===== src/rtl/ast_pkg.sv =====
package ast_pkg;

   typedef enum logic [2:0] {
      FMT_STD       = 3'd0,
      FMT_PCM_SHORT = 3'd1,
      FMT_PCM_LONG  = 3'd2,
      FMT_LEFT      = 3'd3,
      FMT_RIGHT     = 3'd4
   } ast_fmt_e;

   // PCM framings sample on the falling edge and idle high
   function automatic logic fmt_is_pcm(input logic [2:0] f);
      return (f == FMT_PCM_SHORT) || (f == FMT_PCM_LONG);
   endfunction

   // Channel framings that always carry two words per frame
   function automatic logic fmt_is_pair(input logic [2:0] f);
      return (f == FMT_STD) || (f == FMT_LEFT) || (f == FMT_RIGHT);
   endfunction

endpackage


===== src/rtl/ast_slot_seq.sv =====
module ast_slot_seq #(
   parameter int SLOT_W    = 32,
   parameter int MAX_WORDS = 8,
   parameter int DIV_W     = 8,
   localparam int PW  = $clog2(SLOT_W),
   localparam int XW  = (MAX_WORDS > 1) ? $clog2(MAX_WORDS) : 1,
   localparam int NWW = $clog2(MAX_WORDS + 1)
) (
   input  logic             clk,
   input  logic             rst_n,
   input  logic             enable,
   input  logic [DIV_W-1:0] half_div,
   input  logic [NWW-1:0]   nwords,
   output logic             run,
   output logic             half,
   output logic [PW-1:0]    pos,
   output logic [XW-1:0]    widx,
   output logic             load
);

   logic [DIV_W-1:0] div_q;
   logic half_end, slot_end, last_pos, last_word;

   assign half_end  = run && (div_q == half_div);
   assign slot_end  = half_end && half;
   assign last_pos  = (pos == PW'(SLOT_W - 1));
   assign last_word = (NWW'(widx) + NWW'(1)) >= nwords;
   assign load      = enable && (!run || (slot_end && last_pos));

   always_ff @(posedge clk or negedge rst_n) begin
      if (!rst_n) begin
         run   <= 1'b0;
         half  <= 1'b0;
         div_q <= '0;
         pos   <= '0;
         widx  <= '0;
      end else if (!enable) begin
         run   <= 1'b0;
         half  <= 1'b0;
         div_q <= '0;
         pos   <= '0;
         widx  <= '0;
      end else if (!run) begin
         run <= 1'b1;
      end else if (half_end) begin
         div_q <= '0;
         half  <= ~half;
         if (half) begin
            pos <= last_pos ? '0 : pos + PW'(1);
            if (last_pos)
               widx <= last_word ? '0 : widx + XW'(1);
         end
      end else begin
         div_q <= div_q + DIV_W'(1);
      end
   end

endmodule


===== src/rtl/ast_bit_map.sv =====
module ast_bit_map
   import ast_pkg::*;
#(
   parameter int MAX_WORD  = 24,
   parameter int SLOT_W    = 32,
   parameter int MAX_WORDS = 8,
   localparam int PW  = $clog2(SLOT_W),
   localparam int XW  = (MAX_WORDS > 1) ? $clog2(MAX_WORDS) : 1,
   localparam int WBW = $clog2(MAX_WORD + 1),
   localparam int CW  = PW + 2
) (
   input  logic [2:0]          fmt,
   input  logic [WBW-1:0]      wbits,
   input  logic                lsb_first,
   input  logic                sck_inv,
   input  logic                ws_inv,
   input  logic                gate,
   input  logic                run,
   input  logic                half,
   input  logic [PW-1:0]       pos,
   input  logic [XW-1:0]       widx,
   input  logic [MAX_WORD-1:0] word,
   output logic                sck_n,
   output logic                ws_n,
   output logic                sd_n
);

   logic [CW-1:0]       w_c, off, p_c, k;
   logic [WBW-1:0]      bit_idx;
   logic [MAX_WORD-1:0] shifted;
   logic                in_win, pcm, ws_l, base;

   assign pcm = fmt_is_pcm(fmt);
   assign w_c = CW'(wbits);
   assign p_c = CW'(pos);

   always_comb begin
      case (fmt)
         FMT_STD, FMT_PCM_SHORT: off = CW'(1);
         FMT_RIGHT:              off = CW'(SLOT_W) - w_c;
         default:                off = '0;
      endcase
   end

   assign in_win  = (p_c >= off) && (p_c < off + w_c);
   assign k       = p_c - off;
   assign bit_idx = lsb_first ? WBW'(k) : WBW'(w_c - CW'(1) - k);
   assign shifted = word >> bit_idx;

   always_comb begin
      case (fmt)
         FMT_STD:             ws_l = widx[0];
         FMT_LEFT, FMT_RIGHT: ws_l = ~widx[0];
         FMT_PCM_SHORT:       ws_l = (widx == '0) && (pos == '0);
         FMT_PCM_LONG:        ws_l = (widx == '0) && (p_c < CW'(SLOT_W / 2));
         default:             ws_l = 1'b0;
      endcase
   end

   // Slot first half sits at the idle level; the sampling edge falls mid-slot
   assign base  = (!run || (gate && !in_win)) ? pcm : (half ^ pcm);
   assign sck_n = base ^ sck_inv;
   assign ws_n  = (run & ws_l) ^ ws_inv;
   assign sd_n  = run && in_win && shifted[0];

endmodule


===== src/rtl/audio_serial_tx.sv =====
module audio_serial_tx
   import ast_pkg::*;
#(
   parameter int MAX_WORD  = 24,
   parameter int SLOT_W    = 32,
   parameter int MAX_WORDS = 8,
   parameter int DIV_W     = 8,
   localparam int PW  = $clog2(SLOT_W),
   localparam int XW  = (MAX_WORDS > 1) ? $clog2(MAX_WORDS) : 1,
   localparam int WBW = $clog2(MAX_WORD + 1),
   localparam int NWW = $clog2(MAX_WORDS + 1)
) (
   input  logic                clk,
   input  logic                rst_n,
   input  logic                cfg_enable,
   input  logic [2:0]          cfg_format,
   input  logic [WBW-1:0]      cfg_word_bits,
   input  logic [NWW-1:0]      cfg_words,
   input  logic [DIV_W-1:0]    cfg_half_div,
   input  logic                cfg_lsb_first,
   input  logic                cfg_sck_inv,
   input  logic                cfg_ws_inv,
   input  logic                cfg_gate_sck,
   input  logic                s_valid,
   input  logic [MAX_WORD-1:0] s_data,
   output logic                s_ready,
   output logic                sck,
   output logic                ws,
   output logic                sd,
   output logic                underrun
);

   // Elaboration-time parameter checks
   if (SLOT_W <= MAX_WORD) begin : g_bad_slot
      $error("SLOT_W must exceed MAX_WORD to leave the one-period delayed slot");
   end
   if (MAX_WORDS < 2) begin : g_bad_words
      $error("MAX_WORDS must be at least 2");
   end
   if (DIV_W < 1) begin : g_bad_div
      $error("DIV_W must be at least 1");
   end

   logic [WBW-1:0]      wbits_c;
   logic [NWW-1:0]      nwords_c;
   logic                run, half, load;
   logic [PW-1:0]       pos;
   logic [XW-1:0]       widx;
   logic [MAX_WORD-1:0] word_q;
   logic                sck_n, ws_n, sd_n;

   assign wbits_c = (cfg_word_bits == '0) ? WBW'(1) :
                    (cfg_word_bits > WBW'(MAX_WORD)) ? WBW'(MAX_WORD) : cfg_word_bits;

   assign nwords_c = fmt_is_pair(cfg_format) ? NWW'(2) :
                     (cfg_words == '0) ? NWW'(1) :
                     (cfg_words > NWW'(MAX_WORDS)) ? NWW'(MAX_WORDS) : cfg_words;

   ast_slot_seq #(.SLOT_W(SLOT_W), .MAX_WORDS(MAX_WORDS), .DIV_W(DIV_W)) u_seq (
      .clk      (clk),
      .rst_n    (rst_n),
      .enable   (cfg_enable),
      .half_div (cfg_half_div),
      .nwords   (nwords_c),
      .run      (run),
      .half     (half),
      .pos      (pos),
      .widx     (widx),
      .load     (load)
   );

   ast_bit_map #(.MAX_WORD(MAX_WORD), .SLOT_W(SLOT_W), .MAX_WORDS(MAX_WORDS)) u_map (
      .fmt       (cfg_format),
      .wbits     (wbits_c),
      .lsb_first (cfg_lsb_first),
      .sck_inv   (cfg_sck_inv),
      .ws_inv    (cfg_ws_inv),
      .gate      (cfg_gate_sck),
      .run       (run),
      .half      (half),
      .pos       (pos),
      .widx      (widx),
      .word      (word_q),
      .sck_n     (sck_n),
      .ws_n      (ws_n),
      .sd_n      (sd_n)
   );

   assign s_ready = load;

   always_ff @(posedge clk or negedge rst_n) begin
      if (!rst_n) begin
         word_q   <= '0;
         underrun <= 1'b0;
         sck      <= 1'b0;
         ws       <= 1'b0;
         sd       <= 1'b0;
      end else begin
         if (load)
            word_q <= s_valid ? s_data : '0;
         underrun <= load && !s_valid;
         sck      <= sck_n;
         ws       <= ws_n;
         sd       <= sd_n;
      end
   end

endmodule


===== config.mk =====
export PLATFORM = sky130hd
export DESIGN_NAME = audio_serial_tx
export DESIGN_NICKNAME = d
export VERILOG_FILES = /design/src/rtl/ast_pkg.sv /design/src/rtl/ast_slot_seq.sv /design/src/rtl/ast_bit_map.sv /design/src/rtl/audio_serial_tx.sv
export SDC_FILE = /design/constraint.sdc
export NUM_CORES = 1
export LEC_CHECK = 0
export BUFFER_PORTS_ARGS = -buffer_cell sky130_fd_sc_hd__clkbuf_2
export CORE_AREA = 4 4 88 82
export DETAILED_ROUTE_END_ITERATION = 8
export DIE_AREA = 0 0 92 86
export GPL_TIMING_DRIVEN = 0
export PLACE_DENSITY = 0.77
export SYNTH_ARGS = -nofsm -noshare
export SYNTH_HDL_FRONTEND = slang
export SYNTH_SLANG_ARGS = --single-unit

===== constraint.sdc =====
create_clock -name clk -period 3.9 [get_ports clk]
set_clock_uncertainty 0.1 [all_clocks]
set_input_delay 0.39 -clock clk [delete_from_list [all_inputs] [get_ports clk]]
set_output_delay 0.39 -clock clk [all_outputs]
set_load 0.01 [all_outputs]

======== Word-level counts from Yosys, hierarchy flattened ========
Cells that the tools add are included.
word-level totals
  logic and storage cells ................. 99
  bits of input ports ..................... 52
  output and inout port bits .............. 5
  register bits after elaboration ......... 46
cells by class
  reductions and logical operators ........ 29
  $lt $le $gt $ge ......................... 6
  shift-type cells ........................ 1
  add/subtract/negate cells ............... 9
  equal/unequal tests ..................... 10
  multiplexer cells ....................... 28
  bitwise logic cells ..................... 6
operators with widths
  cell                                                               number
  5-bit two-way mux                                                  8
  24-bit two-way mux                                                 1
  8-bit two-way mux                                                  3
  24-bit by 5-bit >> shifter with 1-bit output                       1
  3-bit two-way mux                                                  6
  7-bit case mux with 2 select lines                                 1
  4-bit two-way mux                                                  3
  1-bit logical AND                                                  11
  5-bit zero test                                                    2
  5-bit subtractor                                                   2
  8-bit by 1-bit adder with 8-bit output, second input constant      1
  8-bit == test                                                      1
  2-bit by 1-bit != test with 1-bit output, second input constant    4
  7-bit by 5-bit adder with 7-bit output                             1
  5-bit by 7-bit >= comparator with 1-bit output                     1
  5-bit by 7-bit < comparator with 1-bit output                      1
  6-bit by 5-bit subtractor with 7-bit output, first input constant  1
  3-bit by 2-bit == test with 1-bit output, second input constant    2
  3-bit zero test                                                    2
  5-bit by 1-bit adder with 5-bit output, second input constant      1
  5-bit == test, second input constant                               1
  5-bit > comparator, second input constant                          1
  1-bit logical OR                                                   5
  5-bit < comparator, second input constant                          1
  other kinds (18)                                                   28

======== Depth between registers and ports, before layout ========
  depth after elaboration ................. 13
  depth in mapped cells ................... 21
  depth with buffers taken out ............ 20

======== Modules after synthesis ========
A second synthesis with hierarchy kept.
second synthesis, totals
  cells, all modules ...................... 373
  area total of the unflattened synthesis .. 3422.0 um^2
modules (own cells, without submodules)
  module           area an instance (um^2)  seq. area each (um^2)  cells an instance  instances
  audio_serial_tx  1197.4                   700.7                  123                1
  ast_slot_seq     1136.1                   450.4                  121                1
  ast_bit_map      1088.5                   0.0                    129                1

======== Worst setup path before layout ========
No wires, ideal clock.
  path type ............................... input to register
  from .................................... in cfg_word_bits[4]
  to ...................................... reg sd
  required time ........................... 3.679 ns
  setup slack ............................. 0.129 ns
  setup time .............................. 0.121 ns
  stages .................................. 21
  path buffers ............................ 1
  arrival ................................. 3.550 ns
  cells stage by stage .................... buf_4 nor4_1 nor2_1 inv_2 nor2_1 xnor2_1 nand2_1 inv_1 ha_1 inv_1 o21bai_1 a21oi_1 xor2_1 ha_1 nand2_1 o21ai_0 a41oi_1 a211o_1 o32a_1 and3_1 a22o_1
between the ends
  cells in the longest elaborated chain, start to end .. 10
  elaborated cells on any way between the ends .. 17
  classes of those cells .................. add/sub (5); order compare (3); shift (1); mux (4); reduce/logical (4)
RTL lines
  element                                                                                   RTL line                              text
  start, declared                                                                           audio_serial_tx.sv:17                 input logic [WBW-1:0] cfg_word_bits,
  5-bit > comparator                                                                        audio_serial_tx.sv:53                 (cfg_word_bits > WBW'(MAX_WORD)) ? WBW'(MAX_WORD) : cfg_word_bits;
  5-bit two-way mux                                                                         audio_serial_tx.sv:53
  5-bit two-way mux (*)                                                                     audio_serial_tx.sv:52                 assign wbits_c = (cfg_word_bits == '0) ? WBW'(1) :
  6-bit by 5-bit subtractor with 7-bit output                                               ast_bit_map.sv:40                     FMT_RIGHT: off = CW'(SLOT_W) - w_c;
  7-bit case mux with 2 select lines                                                        ast_bit_map.sv:38                     case (fmt)
  5-bit subtractor / 7-bit by 5-bit adder with 7-bit output (equally long branches)         ast_bit_map.sv:46, ast_bit_map.sv:45
  5-bit subtractor / 5-bit by 7-bit < comparator with 1-bit output (equally long branches)  ast_bit_map.sv:47, ast_bit_map.sv:45
  5-bit two-way mux / 1-bit logical AND (equally long branches)                             ast_bit_map.sv:47, ast_bit_map.sv:45
  24-bit by 5-bit >> shifter with 1-bit output / 1-bit logical AND (equally long branches)  ast_bit_map.sv:48, ast_bit_map.sv:64
  1-bit logical AND (*)                                                                     ast_bit_map.sv:64                     assign sd_n = run && in_win && shifted[0];
  named net sd_n                                                                            audio_serial_tx.sv:50                 logic sck_n, ws_n, sd_n;
  end signal, assigned                                                                      audio_serial_tx.sv:104                sd <= sd_n;
  end, declared                                                                             audio_serial_tx.sv:29                 output logic sd,
The timed path passes the listed nets; every way through them passes the cells marked *.
A chain may end at the register's enable or synchronous reset.

======== Worst setup path in the final report ========
Same ends and word-level chain as after synthesis.

==> run summary <==
GRT
----------------------------------------------------------------------------------------
Total grt overflow ........................................................            0
Global-route wire length before repair ....................................      12.8 mm
Total GRT Usage ...........................................................        19.9%
Vias in the first global route ............................................         2866
Maximum number of pins on one net before global-route repair ..............           47
Antenna violations before repair ..........................................            0

WORST SETUP PATH
----------------------------------------------------------------------------------------
Slowest stage delay, CP ...................................................      0.35 ns
Critical path arrival .....................................................      3.78 ns
Flop-to-flop setup slack ..................................................      0.60 ns
Critical Path Slowest Stage Cell .......................................... sky130_fd_sc_hd__o32a_1
Kind of end point of the critical path ....................................    flip-flop
Startpoint kind of the worst setup timing path ............................ primary input
Ordered cell list for the critical path ................................... buf_4 > nor4_2 > nor2_1 > inv_2 > nor2_1 > xnor2_1 > nand2_1 > inv_1 > ha_4 > inv_1 > o21bai_1 > a21oi_1 > xor2_1 > ha_1 > nand2_1 > o21ai_2 > a41oi_1 > a211o_1 > o32a_1 > and3_1 > a22o_1
WS Path Type ..............................................................    in -> reg
Crit-path max FO ..........................................................            9
Depth of the most critical reg-to-reg path ................................           12
Reg-to-reg startpoint ..................................................... u_seq.pos[0]
Buf+Inv Stages, Crit Path .................................................            4
Reg-to-reg endpoint .......................................................           sd
CP delay by family, top ................................................... compound AO/OA/AOI/OAI gates
Data required, critical path ..............................................      4.00 ns

SYNTHESIS
----------------------------------------------------------------------------------------
Synth async-reset ratio ...................................................         100%
Cells taking the most area after synthesis ................................ sky130_fd_sc_hd__dfrtp_1 (34%), sky130_fd_sc_hd__ha_1 (10%), sky130_fd_sc_hd__o21ai_0 (5.9%), sky130_fd_sc_hd__xnor2_1 (5.7%), sky130_fd_sc_hd__nand3_1 (4.9%)
Net count after synthesis .................................................          483
Yosys Warn Count ..........................................................            0
Share of the yosys chip area belonging to registers .......................        33.9%
Mean instance size in the synthesized netlist .............................     8.42 µm²
Leading register cell type out of synthesis ............................... sky130_fd_sc_hd__dfrtp_1
Cell taking the most area after synthesis ................................. sky130_fd_sc_hd__dfrtp_1
Number of synthesized register bits .......................................           46
Synth top area share ......................................................        33.9%
Post-Synthesis Cell Area ..................................................     3390 µm²
Number of synthesized flops with an enable pin ............................            0
Post-Syn Instances ........................................................          403
Count of unique library cells instantiated by Yosys .......................           52

PWR
----------------------------------------------------------------------------------------
Combinational share of power ..............................................        26.7%
Switching share of power ..................................................        29.3%
Lkg Pwr ...................................................................   0.00185 µW
Total power of the final layout ...........................................      1220 µW
Relative contribution of the clock network to total power .................        30.0%
Peak supply drop ..........................................................     0.212 mV
Power density over cell area ..............................................   310 nW/µm²
Part of the total power dissipated in sequential elements .................        43.3%
Cell-internal power .......................................................       862 µW
Net load switching power ..................................................       358 µW

STA
----------------------------------------------------------------------------------------
Peak clock frequency supported by timing ..................................      271 MHz
Portion of the clock cycle consumed by the worst path in the final layout .        94.5%
# setup viols final .......................................................            0
Actual transition at the worst max-transition pin .........................      1.12 ns
RSZ-0062 raised after global routing ......................................        false
Final number of max-transition violations .................................            0
Worst slew margin relative to its limit ...................................        25.4%
Final critical path time including I/O delays and setup ...................      3.68 ns
Final Hold Fails ..........................................................            0

PLACED DESIGN
----------------------------------------------------------------------------------------
Count of input and output buffers .........................................           51
Instance area at placement ................................................     3760 µm²
Placed wire-length estimate ...............................................      5.77 mm
Placer Congestion .........................................................        0.840

DIE
----------------------------------------------------------------------------------------
Overall die area ..........................................................     7910 µm²
Area of the core ..........................................................     6380 µm²
Site Rows .................................................................           28
Initial core utilization ..................................................        53.2%
Die X .....................................................................        92 µm
Number of top-level pins ..................................................           57
Chip Height ...............................................................        86 µm

LAYOUT
----------------------------------------------------------------------------------------
Share of cells above drive strength 1 .....................................        19.0%
Post-route cell area ......................................................     3940 µm²
Layout Area Growth over Synthesis .........................................        16.2%
Nets ......................................................................          544
Diode count ...............................................................            0

CLOCK NETWORK
----------------------------------------------------------------------------------------
Clock tree from TritonCTS .................................................         done
CTS H-tree depth ..........................................................            2
Clock-pin slew on the worst setup and hold paths ..........................      0.08 ns
Clock insertion delay at the later pin of the skew report .................      0.31 ns
Inserted Clock Buffers ....................................................            5
Quantity of hold-fixing buffers added after cts ...........................            0
Maximum number of buffers from clock root to sink .........................            2
Clk root buf .............................................................. sky130_fd_sc_hd__clkbuf_8
Count of clock tree sinks .................................................           46

OUTCOME
----------------------------------------------------------------------------------------
Status ....................................................................    completed

RUN
----------------------------------------------------------------------------------------
Max-cap check violation count .............................................            0

ROUTE
----------------------------------------------------------------------------------------
Count of antenna-violating nets left after detailed routing ...............            0
Number of violations reported at the end of detailed-routing iteration 0 ..          185
DRC violations left .......................................................            0
Detailed-route via count ..................................................         2987
Routed length per placed instance .........................................      13.7 µm
Total detailed-routing wirelength .........................................      7.61 mm
First drt pass iteration count ............................................            4
Detailed-route vias per instance ..........................................         5.39

WORST HOLD PATH
----------------------------------------------------------------------------------------
Min-Delay Path Class ......................................................  in -> async

cells by family after synthesis:
family,Yosys count,share of synthesized area (%)
simple gates,130,19.1
compound gates,102,19.4
flops,46,33.9
buf+inv,61,7.45
mux,7,2.10
fa+ha+maj,28,10.5
xor+xnor,29,7.49
cell type report:
type | count | area, µm²
clock inverters | 1 | 30.0
fillers | 597 | 2440
repair buffers | 54 | 278
inverters | 41 | 154
clock buffers | 6 | 82.6
multi-input cells | 296 | 2030
well taps | 90 | 113
flip-flops and latches | 46 | 1150
plain buffers | 20 | 104
metal layers:
metal / part of all wire, % / wire [µm] / up-vias / global-route usage, %
met1: 44 / 3360 / 1402 / 24.4
li1: - / - / 1512 / -
met3: 3.7 / 282 / 13 / 4.47
met4: 1.6 / 121 / 0 / 4.18
met2: 51 / 3850 / 60 / 35.9
met5: 0 / 0 / - / 0
Yosys cell counts, types with 3 or more instances:
library cell                n
sky130_fd_sc_hd__dfrtp_1   46
sky130_fd_sc_hd__inv_1     40
sky130_fd_sc_hd__o21ai_0   40
sky130_fd_sc_hd__nor2_1    34
sky130_fd_sc_hd__nand3_1   33
sky130_fd_sc_hd__ha_1      27
sky130_fd_sc_hd__nand2_1   27
sky130_fd_sc_hd__xnor2_1   22
sky130_fd_sc_hd__a21oi_1   17
sky130_fd_sc_hd__buf_2     10
sky130_fd_sc_hd__a211oi_1   7
sky130_fd_sc_hd__clkbuf_1   7
sky130_fd_sc_hd__xor2_1     7
sky130_fd_sc_hd__a21boi_0   6
sky130_fd_sc_hd__mux2i_1    6
sky130_fd_sc_hd__nand2b_1   6
sky130_fd_sc_hd__a31oi_1    5
sky130_fd_sc_hd__nand4_1    5
sky130_fd_sc_hd__and2_1     4
sky130_fd_sc_hd__and3_1     4
sky130_fd_sc_hd__o211ai_1   4
sky130_fd_sc_hd__o21a_1     4
sky130_fd_sc_hd__a211o_1    3
sky130_fd_sc_hd__a21o_1     3
sky130_fd_sc_hd__nor2b_1    3
worst max path at each step:
stage | start | end | slack (ns) | cells after the start
finish | cfg_word_bits[4] | sd | 0.22 | 21
global route | cfg_word_bits[4] | sd | 0.02 | 18
CTS | cfg_word_bits[4] | sd | 0.02 | 21
detailed placement | cfg_word_bits[4] | sd | -0.36 | 21
global placement | cfg_word_bits[4] | sd | -0.18 | 21
floorplan | cfg_word_bits[4] | sd | 0.13 | 21
worst register-to-register path, stage by stage (launching register included):
cell and delay (ns):
sky130_fd_sc_hd__dfrtp_1 0.47, sky130_fd_sc_hd__inv_1 0.10, sky130_fd_sc_hd__ha_1 0.20, sky130_fd_sc_hd__inv_1 0.10, sky130_fd_sc_hd__fa_1 0.49, sky130_fd_sc_hd__xnor2_1 0.16
sky130_fd_sc_hd__ha_1 0.25, sky130_fd_sc_hd__a2111oi_4 0.30, sky130_fd_sc_hd__nor3_1 0.07, sky130_fd_sc_hd__or3b_1 0.40, sky130_fd_sc_hd__xnor2_1 0.16, sky130_fd_sc_hd__and3_1 0.18
sky130_fd_sc_hd__a22o_1 0.20
through the flow:
step | util [%] | TNS [ns] | cells | setup WS [ns] | hold WS [ns]
after global routing | 61.8 | 0 | 554 | 0.0167 | 0.157
final | 61.8 | 0 | 554 | 0.216 | 0.167
after floorplan | - | 0 | 403 | 0.129 | -0.00559
after global placement | 59.0 | -0.284 | 544 | -0.183 | 0.420
after CTS | 60.8 | 0 | 551 | 0.0243 | 0.160
after detailed placement | 59.0 | -0.635 | 544 | -0.356 | 0.426
registers in the layout, indices dropped and copies added (netlist names):
name and cells:
u_seq.widx 3, sck 1, u_seq.pos 5, u_seq.run 1, ws 1, u_seq.half 1, word_q 24, underrun 1
sd 1, u_seq.div_q 8
cell usage in the layout, fill, tap and decap left out, types with 8 or more instances in the layout:
| master | synthesis | final |
|---|---|---|
| sky130_fd_sc_hd__a21oi_1 | 17 | 17 |
| sky130_fd_sc_hd__buf_2 | 10 | 8 |
| sky130_fd_sc_hd__clkbuf_2 | 0 | 51 |
| sky130_fd_sc_hd__dfrtp_1 | 46 | 46 |
| sky130_fd_sc_hd__ha_1 | 27 | 26 |
| sky130_fd_sc_hd__inv_1 | 40 | 40 |
| sky130_fd_sc_hd__nand2_1 | 27 | 27 |
| sky130_fd_sc_hd__nand3_1 | 33 | 33 |
| sky130_fd_sc_hd__nor2_1 | 34 | 34 |
| sky130_fd_sc_hd__o21ai_0 | 40 | 39 |
| sky130_fd_sc_hd__xnor2_1 | 22 | 21 |
timing repair:
action / 4_1_cts / 5_1_grt
buffers inserted: 0 / 3
setup endpoints to repair: 1 / 2
pin swaps: 0 / 3
cloned: 0 / 0
gates resized for setup: 1 / 11
power by group through the flow:
stage | registers [µW] | logic [µW] | clock network, µW
2_1_floorplan | 536 | 220 | 0
3_3_place_gp | 536 | 303 | 0
3_5_place_dp | 538 | 313 | 0
5_1_grt | 532 | 367 | 396
4_1_cts | 528 | 316 | 373
6_report | 529 | 326 | 366
(Power assumes the default switching activity.)
